--- src/rtl/shq_pkg.sv ---
package shq_pkg;

    typedef enum logic [1:0] {
        Q_EMPTY = 2'd0,
        Q_PART  = 2'd1,
        Q_FULL  = 2'd2
    } qstate_t;

    // bits needed for a count from 0 to d inclusive (at least 1)
    function automatic int lvl_bits(input int d);
        return (d < 1) ? 1 : $clog2(d + 1);
    endfunction

    // bits needed to index d slots (at least 1)
    function automatic int ptr_bits(input int d);
        return (d <= 1) ? 1 : $clog2(d);
    endfunction

endpackage

--- src/rtl/shq_ptr.sv ---
module shq_ptr #(
    parameter int DEPTH = 5,
    parameter int PW    = 3
) (
    input  logic          clk,
    input  logic          rst,
    input  logic          adv,
    output logic [PW-1:0] ptr
);
    localparam logic [PW-1:0] LAST = PW'(DEPTH - 1);

    logic [PW-1:0] ptr_q;

    // wrap by comparison against the last slot, no masking
    always_ff @(posedge clk) begin
        if (rst) begin
            ptr_q <= '0;
        end else if (adv) begin
            if (ptr_q == LAST) ptr_q <= '0;
            else               ptr_q <= ptr_q + 1'b1;
        end
    end

    assign ptr = ptr_q;
endmodule

--- src/rtl/shq_store.sv ---
module shq_store #(
    parameter int WIDTH = 8,
    parameter int DEPTH = 5,
    parameter int PW    = 3
) (
    input  logic             clk,
    input  logic             we,
    input  logic [PW-1:0]    waddr,
    input  logic [WIDTH-1:0] wdata,
    input  logic [PW-1:0]    raddr,
    output logic [WIDTH-1:0] rdata
);
    logic [WIDTH-1:0] slots [DEPTH];

    always_ff @(posedge clk) begin
        if (we) slots[waddr] <= wdata;
    end

    assign rdata = slots[raddr];
endmodule

--- src/rtl/shq_ctrl.sv ---
module shq_ctrl
    import shq_pkg::*;
#(
    parameter int DEPTH = 5,
    parameter int LW    = 3
) (
    input  logic          clk,
    input  logic          rst,
    input  logic          wr_req,
    input  logic          rd_req,
    output logic          wr_acc,
    output logic          rd_acc,
    output logic          wr_ok,
    output logic          rd_ok,
    output logic [LW-1:0] fill
);
    localparam logic [LW-1:0] TOP     = LW'(DEPTH);
    localparam logic [LW-1:0] NEAR    = LW'(DEPTH - 1);
    localparam bit            SINGLE  = (DEPTH == 1);

    qstate_t       st_q, st_d;
    logic [LW-1:0] lvl_q;
    logic          only_w, only_r;

    // state register
    always_ff @(posedge clk) begin
        if (rst) st_q <= Q_EMPTY;
        else     st_q <= st_d;
    end

    // occupancy counter
    always_ff @(posedge clk) begin
        if (rst) begin
            lvl_q <= '0;
        end else if (only_w) begin
            lvl_q <= lvl_q + 1'b1;
        end else if (only_r) begin
            lvl_q <= lvl_q - 1'b1;
        end
    end

    assign only_w = wr_acc & ~rd_acc;
    assign only_r = rd_acc & ~wr_acc;

    // next state
    always_comb begin
        st_d = st_q;
        unique case (st_q)
            Q_EMPTY: begin
                if (only_w) st_d = SINGLE ? Q_FULL : Q_PART;      // FILL_ONE / FILL_FIRST
            end
            Q_PART: begin
                if (only_w && lvl_q == NEAR)  st_d = Q_FULL;      // FILL_LAST
                else if (only_r && lvl_q == LW'(1)) st_d = Q_EMPTY; // DRAIN_LAST
            end
            Q_FULL: begin
                if (only_r) st_d = SINGLE ? Q_EMPTY : Q_PART;     // DRAIN_ONE / DRAIN_FIRST
            end
            default: st_d = Q_EMPTY;
        endcase
    end

    // outputs
    always_comb begin
        wr_ok = 1'b0;
        rd_ok = 1'b0;
        unique case (st_q)
            Q_EMPTY: begin wr_ok = 1'b1; rd_ok = 1'b0; end
            Q_PART:  begin wr_ok = 1'b1; rd_ok = 1'b1; end
            Q_FULL:  begin wr_ok = 1'b0; rd_ok = 1'b1; end
            default: begin wr_ok = 1'b0; rd_ok = 1'b0; end
        endcase
        wr_acc = wr_req & wr_ok;
        rd_acc = rd_req & rd_ok;
    end

    assign fill = (lvl_q > TOP) ? TOP : lvl_q;
endmodule

--- src/rtl/shq_fifo.sv ---
module shq_fifo
    import shq_pkg::*;
#(
    parameter int WIDTH      = 8,
    parameter int DEPTH      = 5,
    parameter bit SHOW_AHEAD = 1'b1,
    parameter int LW         = shq_pkg::lvl_bits(DEPTH)
) (
    input  logic             clk,
    input  logic             rst,
    input  logic [WIDTH-1:0] wr_dat,
    input  logic             wr_req,
    output logic             wr_ok,
    output logic [WIDTH-1:0] rd_dat,
    input  logic             rd_req,
    output logic             rd_ok,
    output logic [LW-1:0]    fill
);
    localparam int PW = ptr_bits(DEPTH);

    generate
        if (DEPTH == 0) begin : g_none
            assign wr_ok  = 1'b0;
            assign rd_ok  = 1'b0;
            assign fill   = '0;
            assign rd_dat = '0;
        end else begin : g_queue
            logic             wacc, racc;
            logic [PW-1:0]    wptr, rptr;
            logic [WIDTH-1:0] head;

            shq_ctrl #(.DEPTH(DEPTH), .LW(LW)) u_ctrl (
                .clk    (clk),
                .rst    (rst),
                .wr_req (wr_req),
                .rd_req (rd_req),
                .wr_acc (wacc),
                .rd_acc (racc),
                .wr_ok  (wr_ok),
                .rd_ok  (rd_ok),
                .fill   (fill)
            );

            shq_ptr #(.DEPTH(DEPTH), .PW(PW)) u_wptr (
                .clk (clk), .rst (rst), .adv (wacc), .ptr (wptr)
            );

            shq_ptr #(.DEPTH(DEPTH), .PW(PW)) u_rptr (
                .clk (clk), .rst (rst), .adv (racc), .ptr (rptr)
            );

            shq_store #(.WIDTH(WIDTH), .DEPTH(DEPTH), .PW(PW)) u_store (
                .clk   (clk),
                .we    (wacc),
                .waddr (wptr),
                .wdata (wr_dat),
                .raddr (rptr),
                .rdata (head)
            );

            if (SHOW_AHEAD) begin : g_ahead
                assign rd_dat = head;
            end else begin : g_reg
                logic [WIDTH-1:0] rd_q;
                always_ff @(posedge clk) begin
                    if (rst)       rd_q <= '0;
                    else if (racc) rd_q <= head;
                end
                assign rd_dat = rd_q;
            end
        end
    endgenerate
endmodule

--- config.mk ---
export PLATFORM = sky130hd
export DESIGN_NAME = shq_fifo
export DESIGN_NICKNAME = d
export VERILOG_FILES = /design/src/rtl/shq_pkg.sv /design/src/rtl/shq_ptr.sv /design/src/rtl/shq_store.sv /design/src/rtl/shq_ctrl.sv /design/src/rtl/shq_fifo.sv
export SDC_FILE = /design/constraint.sdc
export NUM_CORES = 1
export LEC_CHECK = 0
export BUFFER_PORTS_ARGS = -buffer_cell sky130_fd_sc_hd__buf_2
export CORE_ASPECT_RATIO = 1.1
export CORE_MARGIN = 5
export CORE_UTILIZATION = 35
export CTS_BUF_LIST = sky130_fd_sc_hd__clkbuf_8
export CTS_CLUSTER_SIZE = 28
export DETAILED_ROUTE_END_ITERATION = 10
export GPL_ROUTABILITY_DRIVEN = 0
export PLACE_DENSITY = 0.58
export SLEW_MARGIN = 20
export SYNTH_ARGS = -nofsm -noshare
export SYNTH_HDL_FRONTEND = slang
export SYNTH_SLANG_ARGS = --single-unit
--- constraint.sdc ---
create_clock -name clk -period 4.8 [get_ports clk]
set_input_delay 0.72 -clock clk [delete_from_list [all_inputs] [get_ports clk]]
set_output_delay 0.72 -clock clk [all_outputs]
set_load 0.02 [all_outputs]
==> results of run 1 <==
[through the flow]
| step | area (um^2) | hold WS [ns] | instances | total power [mW] |
|---|---|---|---|---|
| 6_report | 2660 | 0.522 | 268 | 1.23 |
| 5_1_grt | 2660 | 0.562 | 268 | 1.31 |
| 4_1_cts | 2660 | 0.527 | 268 | 1.25 |
| 3_5_place_dp | 2550 | 0.513 | 260 | 0.948 |
| 3_3_place_gp | 2550 | 0.502 | 260 | 0.948 |
| 2_1_floorplan | 2330 | 0.473 | 156 | 0.858 |
[worst register-to-register path, delay by kind of cell (launching register included)]
family	cells	cell delay (ns)
compound gates	2	0.77
fa+ha+maj	1	0.32
mux	1	0.22
simple gates	1	0.28
flops	1	0.39
buf+inv	1	0.08
[cells in the final DEF (no fill, tap or decap), drive strengths merged, types with 2 or more instances in the layout]
cell type  netlist  final
ha              12     12
nand2            6      6
xnor2            2      2
mux4             8      8
dfxtp           14     14
clkbuf           2      5
nand3            2      2
nor2            11     11
buf              3     28
mux2             8      8
a211oi           3      3
o21ai            5      5
a21oi            7      7
edfxtp          40     40
nor4             4      4
inv              9     10
mux2i            2      2
[worst max path at each step]
stage,slack [ns],from,cells after the start,to
6_report,2.11,register,3,rd_dat[0]
5_1_grt,1.93,register,3,rd_dat[6]
4_1_cts,2.06,register,3,rd_dat[0]
3_5_place_dp,2.41,register,3,rd_dat[7]
3_3_place_gp,2.38,register,3,rd_dat[5]
2_1_floorplan,2.73,register,3,rd_dat[0]
[metal layers]
| layer | wire (um) | vias to the layer above | global-route usage (%) |
|---|---|---|---|
| met1 | 1780 | 612 | 13.0 |
| met3 | 228 | 5 | 3.11 |
| met2 | 1780 | 24 | 17.0 |
| li1 | - | 645 | - |
| met5 | 0 | - | 0 |
| met4 | 48 | 0 | 3.45 |
[cell type report]
class | count | area share, %
Tap cell | 82 | 3.85
Timing Repair Buffer | 28 | 5.64
Inverter | 9 | 1.27
Multi-Input combinational cell | 87 | 29.5
Sequential cell | 54 | 55.6
Clock buffer | 5 | 2.58
Clock inverter | 3 | 1.55
[sequential cells by signal, summed over array words and instances (netlist names), named ones only]
name / flops
g_queue.u_store.slots: 40
g_queue.u_ctrl.lvl_q: 3
g_queue.u_rptr.ptr: 3
g_queue.u_wptr.ptr: 3
g_queue.u_ctrl.st_q: 2
[power groups by stage]
stage | Combinational (mW) | Sequential [mW] | Clock, mW
global placement | 0.342 | 0.605 | 0
floorplan | 0.272 | 0.586 | 0
finish | 0.341 | 0.593 | 0.296
global route | 0.382 | 0.602 | 0.328
CTS | 0.346 | 0.594 | 0.305
detailed placement | 0.343 | 0.605 | 0
[kinds of logic (layout without fill, tap and decap cells)]
| group | Yosys count | after routing | synth area share, % |
|---|---|---|---|
| AO/OA/AOI/OAI | 24 | 24 | 7.25 |
| XOR/XNOR | 3 | 3 | 1.13 |
| adder cells (fa/ha/maj) | 12 | 12 | 6.44 |
| buffers and inverters | 15 | 45 | 2.79 |
| flip-flops | 54 | 54 | 63.6 |
| multiplexers | 18 | 18 | 12.5 |
| AND/OR/NAND/NOR | 30 | 30 | 6.39 |
==> results.json, run 1 <==
{
  "cts_resized": 0,
  "main_synth_ff_type": "sky130_fd_sc_hd__edfxtp_1",
  "grt_max_degree": 17,
  "detailroute.via_count": 1286,
  "sw_share_pct": 29.9,
  "num_antenna_cells": 0,
  "drt-pass1-iter-count": 3,
  "io_buffers": 24,
  "die_area_um2": 8390,
  "setup_total_negative_slack_ns": 0,
  "avgSynthCellArea_um2": 14.9,
  "grt.total_usage_pct": 10.4,
  "timing.final.ws_setup_ns": 2.11,
  "synth_cell_type_count": 37,
  "antenna_violating_nets_post_route": 0,
  "grt_pass1_wl_mm": 6.56,
  "cts_num_sinks": 54,
  "critical_path.max_stage_delay_ns": 0.67,
  "period_share_pct": 56.0,
  "multi_input_comb_area_um2": 785,
  "yosys.area.top_type_share_pct": 51.5,
  "power.density_nw_per_um2": 462,
  "synthesis.instances": 156,
  "cts_hold_buffers": 0,
  "seq_area_um2": 1480,
  "worst-path-max-fanout": 8,
  "cts_buffer_depth": 2,
  "timing.final.max_slew_violations": 0,
  "synth_commonest_cells": "40 x sky130_fd_sc_hd__edfxtp_1, 14 x sky130_fd_sc_hd__dfxtp_1, 12 x sky130_fd_sc_hd__ha_1, 11 x sky130_fd_sc_hd__nor2_1, 9 x sky130_fd_sc_hd__inv_1",
  "switching_power_uw": 368,
  "clkPwrFrac_pct": 24.1,
  "tritoncts": "built",
  "drcViolationCount": 0,
  "synth-seq-cells": 54,
  "cp_top_family": "multiplexers",
  "outcome": "finished clean",
  "r2r_cells": 6,
  "post_drt_wl_per_cell_um": 14.3,
  "cts-root-buf": "sky130_fd_sc_hd__clkbuf_8",
  "critPathRequiredTime_ns": 4.08,
  "critPathCaptureType": "output pin",
  "crit_buf_inv": 1,
  "p_seq_share_pct": 48.2,
  "floorplan.initialDensity_pct": 35.6,
  "critical-path-slowest-cell": "sky130_fd_sc_hd__dfxtp_1",
  "worstPathCellList": "mux4_2, mux2_2, buf_2",
  "synthArstFlopShare_pct": 0,
  "critical_path.reg2reg.startpoint": "g_queue.u_ctrl.st_q[0]$_SDFFE_PP0P_",
  "timing.critical_path.from_type": "register",
  "postCtsSetupBuffers": 0,
  "finalSetupViolations": 0,
  "fin_worst_skew_ns": 0.00557,
  "synth.yosys.seq_area_share_pct": 63.6,
  "period_minus_slack_ns": 2.69,
  "place_worst_setup_slack_ns": 2.41,
  "min-delay-path-class": "register to register",
  "post_route_cells_drive_above_1_share_pct": 29.6,
  "placementRows": 31,
  "most_instantiated_library_cell_after_synthesis": "sky130_fd_sc_hd__edfxtp_1",
  "die_h_um": 95.6,
  "fp.dieW_um": 87.8,
  "relSlewSlack_pct": 55.2,
  "yosysWarnings": 0,
  "initial_antenna_violation_count": 0,
  "pwr-share-comb_pct": 27.7,
  "placeableCoreArea_um2": 6560,
  "postSynthNetCount": 180,
  "htreeDepth": 2,
  "min_to": "g_queue.u_ctrl.st_q[0]$_SDFFE_PP0P_",
  "worst-setup-path-type": "register to output pin",
  "dr.first_iter.drc_count": 64,
  "hold_violations": 0,
  "worst_setup_hold_path_clk_slew_ns": 0.09,
  "maxcap_viol_count": 0,
  "cellInternalPower_uw": 862,
  "synth_area_um2": 2330,
  "synth_edf_count": 40,
  "hold_depth": 2,
  "synth_largest_area_cell": "sky130_fd_sc_hd__edfxtp_1",
  "critical_path.reg2reg.endpoint": "g_queue.u_ctrl.st_q[0]$_SDFFE_PP0P_",
  "final_net_count": 209,
  "cts_inserted_buffers": 5,
  "crit_arrival_ns": 1.97,
  "total_leakage_power_nw": 0.949,
  "vdd_drop_max_v": 0.000231,
  "ios": 25,
  "worstMarginPinSlew_ns": 0.666,
  "ff2ff_setup_slack_ns": 2.68,
  "totalWireLength_mm": 3.84,
  "grt_pass1_vias": 1316,
  "worstHoldStart": "g_queue.u_ctrl.st_q[0]$_SDFFE_PP0P_",
  "post-dp-hpwl_mm": 2.69,
  "synth.area.top_cells": "sky130_fd_sc_hd__edfxtp_1 52%, sky130_fd_sc_hd__dfxtp_1 12%, sky130_fd_sc_hd__mux4_2 7.7%",
  "fill_cells": 603,
  "max_freq_ghz": 0.372,
  "worst_skew_pair.late_latency_ns": 0.30,
  "via_per_inst": 4.80,
  "grt_remaining_overflow": 0,
  "area_growth_pct": 14.2,
  "rsz0062_at_grt": "no",
  "final_util_pct": 40.6
}
Power figures use the tool's default switching activity.
==> run 2, diff against run 1 <==
==> constraint.sdc (replaced) <==
create_clock -name clk -period 2.66 [get_ports clk]
set_input_delay 0.399 -clock clk [delete_from_list [all_inputs] [get_ports clk]]
set_output_delay 0.399 -clock clk [all_outputs]
set_load 0.02 [all_outputs]
==> run 2 against run 1 <==
Net effect:
- wire length rose by 6.7%
- utilization barely moved
- non-clock buffer count rose by 3
- clock skew rose by 0.0052 ns
- die area did not move
- cell area barely moved
- sequential share of layout area barely moved
- clock power rose by 52%
- sequential power rose by 79%
- count of clock-buffer cells in the layout did not move
==> results.json, run 2 (synthesized netlist as in run 1, its figures left out) <==
{
  "initial_antenna_violation_count": 0,
  "ff2ff_setup_slack_ns": 0.57,
  "period_minus_slack_ns": 2.33,
  "timing.final.max_slew_violations": 0,
  "fill_cells": 631,
  "cts_resized": 0,
  "worstHoldStart": "wr_dat[2]",
  "floorplan.initialDensity_pct": 35.6,
  "post_route_cells_drive_above_1_share_pct": 30.7,
  "worst-setup-path-type": "register to output pin",
  "totalWireLength_mm": 4.10,
  "outcome": "finished clean",
  "drcViolationCount": 0,
  "grt_pass1_vias": 1359,
  "critPathCaptureType": "output pin",
  "critical_path.max_stage_delay_ns": 0.50,
  "critPathRequiredTime_ns": 2.26,
  "largest_reg_flops": 40,
  "postCtsSetupBuffers": 0,
  "r2r_cells": 6,
  "hold_depth": 1,
  "fin_worst_skew_ns": 0.0108,
  "die_area_um2": 8390,
  "antenna_violating_nets_post_route": 0,
  "cts_buffer_depth": 2,
  "post-dp-hpwl_mm": 2.86,
  "worst_setup_hold_path_clk_slew_ns": 0.10,
  "maxcap_viol_count": 0,
  "drt-pass1-iter-count": 4,
  "critical_path.reg2reg.startpoint": "g_queue.u_ctrl.st_q[0]$_SDFFE_PP0P_",
  "period_share_pct": 87.7,
  "place_worst_setup_slack_ns": 0.578,
  "worst-path-max-fanout": 5,
  "cts_inserted_buffers": 5,
  "top_register": "g_queue.u_store.slots",
  "hold_violations": 0,
  "total_leakage_power_nw": 0.951,
  "commonest_non_fill_non_tap_cells_in_the_layout": "40 x sky130_fd_sc_hd__edfxtp_1, 24 x sky130_fd_sc_hd__buf_2, 14 x sky130_fd_sc_hd__dfxtp_1, 12 x sky130_fd_sc_hd__ha_1, 11 x sky130_fd_sc_hd__nor2_1",
  "final_net_count": 212,
  "crit_buf_inv": 2,
  "cts_hold_buffers": 0,
  "vdd_drop_max_v": 0.000345,
  "htreeDepth": 2,
  "dr.first_iter.drc_count": 38,
  "timing.critical_path.from_type": "register",
  "most_frequent_standard_cell_in_the_layout_excluding_fill_and_tap_cells": "sky130_fd_sc_hd__edfxtp_1",
  "max_freq_ghz": 0.428,
  "cts_num_sinks": 54,
  "cp_top_family": "multiplexers",
  "cts-root-buf": "sky130_fd_sc_hd__clkbuf_8",
  "placeableCoreArea_um2": 6560,
  "grt.total_usage_pct": 10.8,
  "power.density_nw_per_um2": 809,
  "area_growth_pct": 14.3,
  "fp.dieW_um": 87.8,
  "worstMarginPinSlew_ns": 0.481,
  "detailroute.via_count": 1338,
  "timing.final.ws_setup_ns": 0.326,
  "worst_skew_pair.late_latency_ns": 0.31,
  "setup_total_negative_slack_ns": 0,
  "rsz0062_at_grt": "no",
  "min_to": "g_queue.u_store.slots[4][2]$_DFFE_PP_",
  "via_per_inst": 4.94,
  "io_buffers": 24,
  "crit_arrival_ns": 1.93,
  "num_antenna_cells": 0,
  "placementRows": 31,
  "die_h_um": 95.6,
  "critical_path.reg2reg.endpoint": "g_queue.u_ctrl.st_q[0]$_SDFFE_PP0P_",
  "critical-path-slowest-cell": "sky130_fd_sc_hd__mux4_2",
  "tritoncts": "built",
  "finalSetupViolations": 0,
  "grt_remaining_overflow": 0,
  "relSlewSlack_pct": 67.9,
  "worstPathCellList": "buf_4, mux4_2, mux2_2, buf_2",
  "grt_pass1_wl_mm": 6.80,
  "min-delay-path-class": "input port to register",
  "ios": 25,
  "grt_max_degree": 18,
  "post_drt_wl_per_cell_um": 15.1
}
[run 2: cell count changes in the layout (fill, tap and decap cells not counted), sizes merged]
cell	before	now
buf	28	31
bufinv	1	0
clkinv	0	1
[run 2: layout make-up]
cell class                 instances  area [um^2]  area share (%)
multi-input combinational         87          785            29.5
tap                               82          103            3.85
timing repair buffer              31          173            6.48
inverter                           9         33.8            1.27
clock buffer                       5         68.8            2.58
clock inverter                     3         20.0           0.752
sequential                        54         1480            55.6
[run 2: metrics by stage]
| stage | hold WS (ns) | power [mW] | cells | utilization (%) | instance area (um^2) |
|---|---|---|---|---|---|
| detailed placement | 0.511 | 1.73 | 263 | 39.3 | 2570 |
| floorplan | 0.471 | 1.55 | 156 | - | 2330 |
| CTS | 0.310 | 2.19 | 271 | 40.6 | 2660 |
| global route | 0.311 | 2.29 | 271 | 40.6 | 2660 |
| global placement | 0.502 | 1.73 | 263 | 39.3 | 2570 |
| finish | 0.315 | 2.15 | 271 | 40.6 | 2660 |
[run 2: worst register-to-register path, cell delays in order, from the launching register on]
cell and delay [ns]:
sky130_fd_sc_hd__dfxtp_1 0.40, sky130_fd_sc_hd__inv_1 0.08, sky130_fd_sc_hd__ha_1 0.33, sky130_fd_sc_hd__nand2_1 0.26, sky130_fd_sc_hd__o41a_1 0.42, sky130_fd_sc_hd__a221oi_2 0.33, sky130_fd_sc_hd__mux2i_1 0.21
[run 2: worst max-delay path by stage]
stage | start | endpoint | slack [ns] | cells past startpoint
floorplan | g_queue.u_ctrl.st_q[1]$_SDFFE_PP0P_ | g_queue.u_store.slots[1][0]$_DFFE_PP_ | 0.66 | 4
global placement | register | rd_dat[6] | 0.65 | 4
detailed placement | g_queue.u_ctrl.st_q[0]$_SDFFE_PP0P_ | g_queue.u_ctrl.st_q[0]$_SDFFE_PP0P_ | 0.58 | 6
CTS | register | rd_dat[6] | 0.27 | 4
global route | register | rd_dat[6] | 0.22 | 4
finish | register | rd_dat[6] | 0.33 | 4
[run 2: power breakdown]
group | internal [mW] | switching (mW) | total, mW | leakage [nW]
combinational | 0.288 | 0.353 | 0.641 | 0.430
clock | 0.186 | 0.263 | 0.449 | 0.0422
sequential | 1.00 | 0.0639 | 1.06 | 0.479
[run 2: metal layers]
metal  global-route usage [%]  part of all wire, %  wire [um]
met1                     13.3                   44       1790
met3                     2.68                  5.2        212
met4                     3.45                  1.3         52
met5                        0                    0          0
met2                     18.6                   50       2050
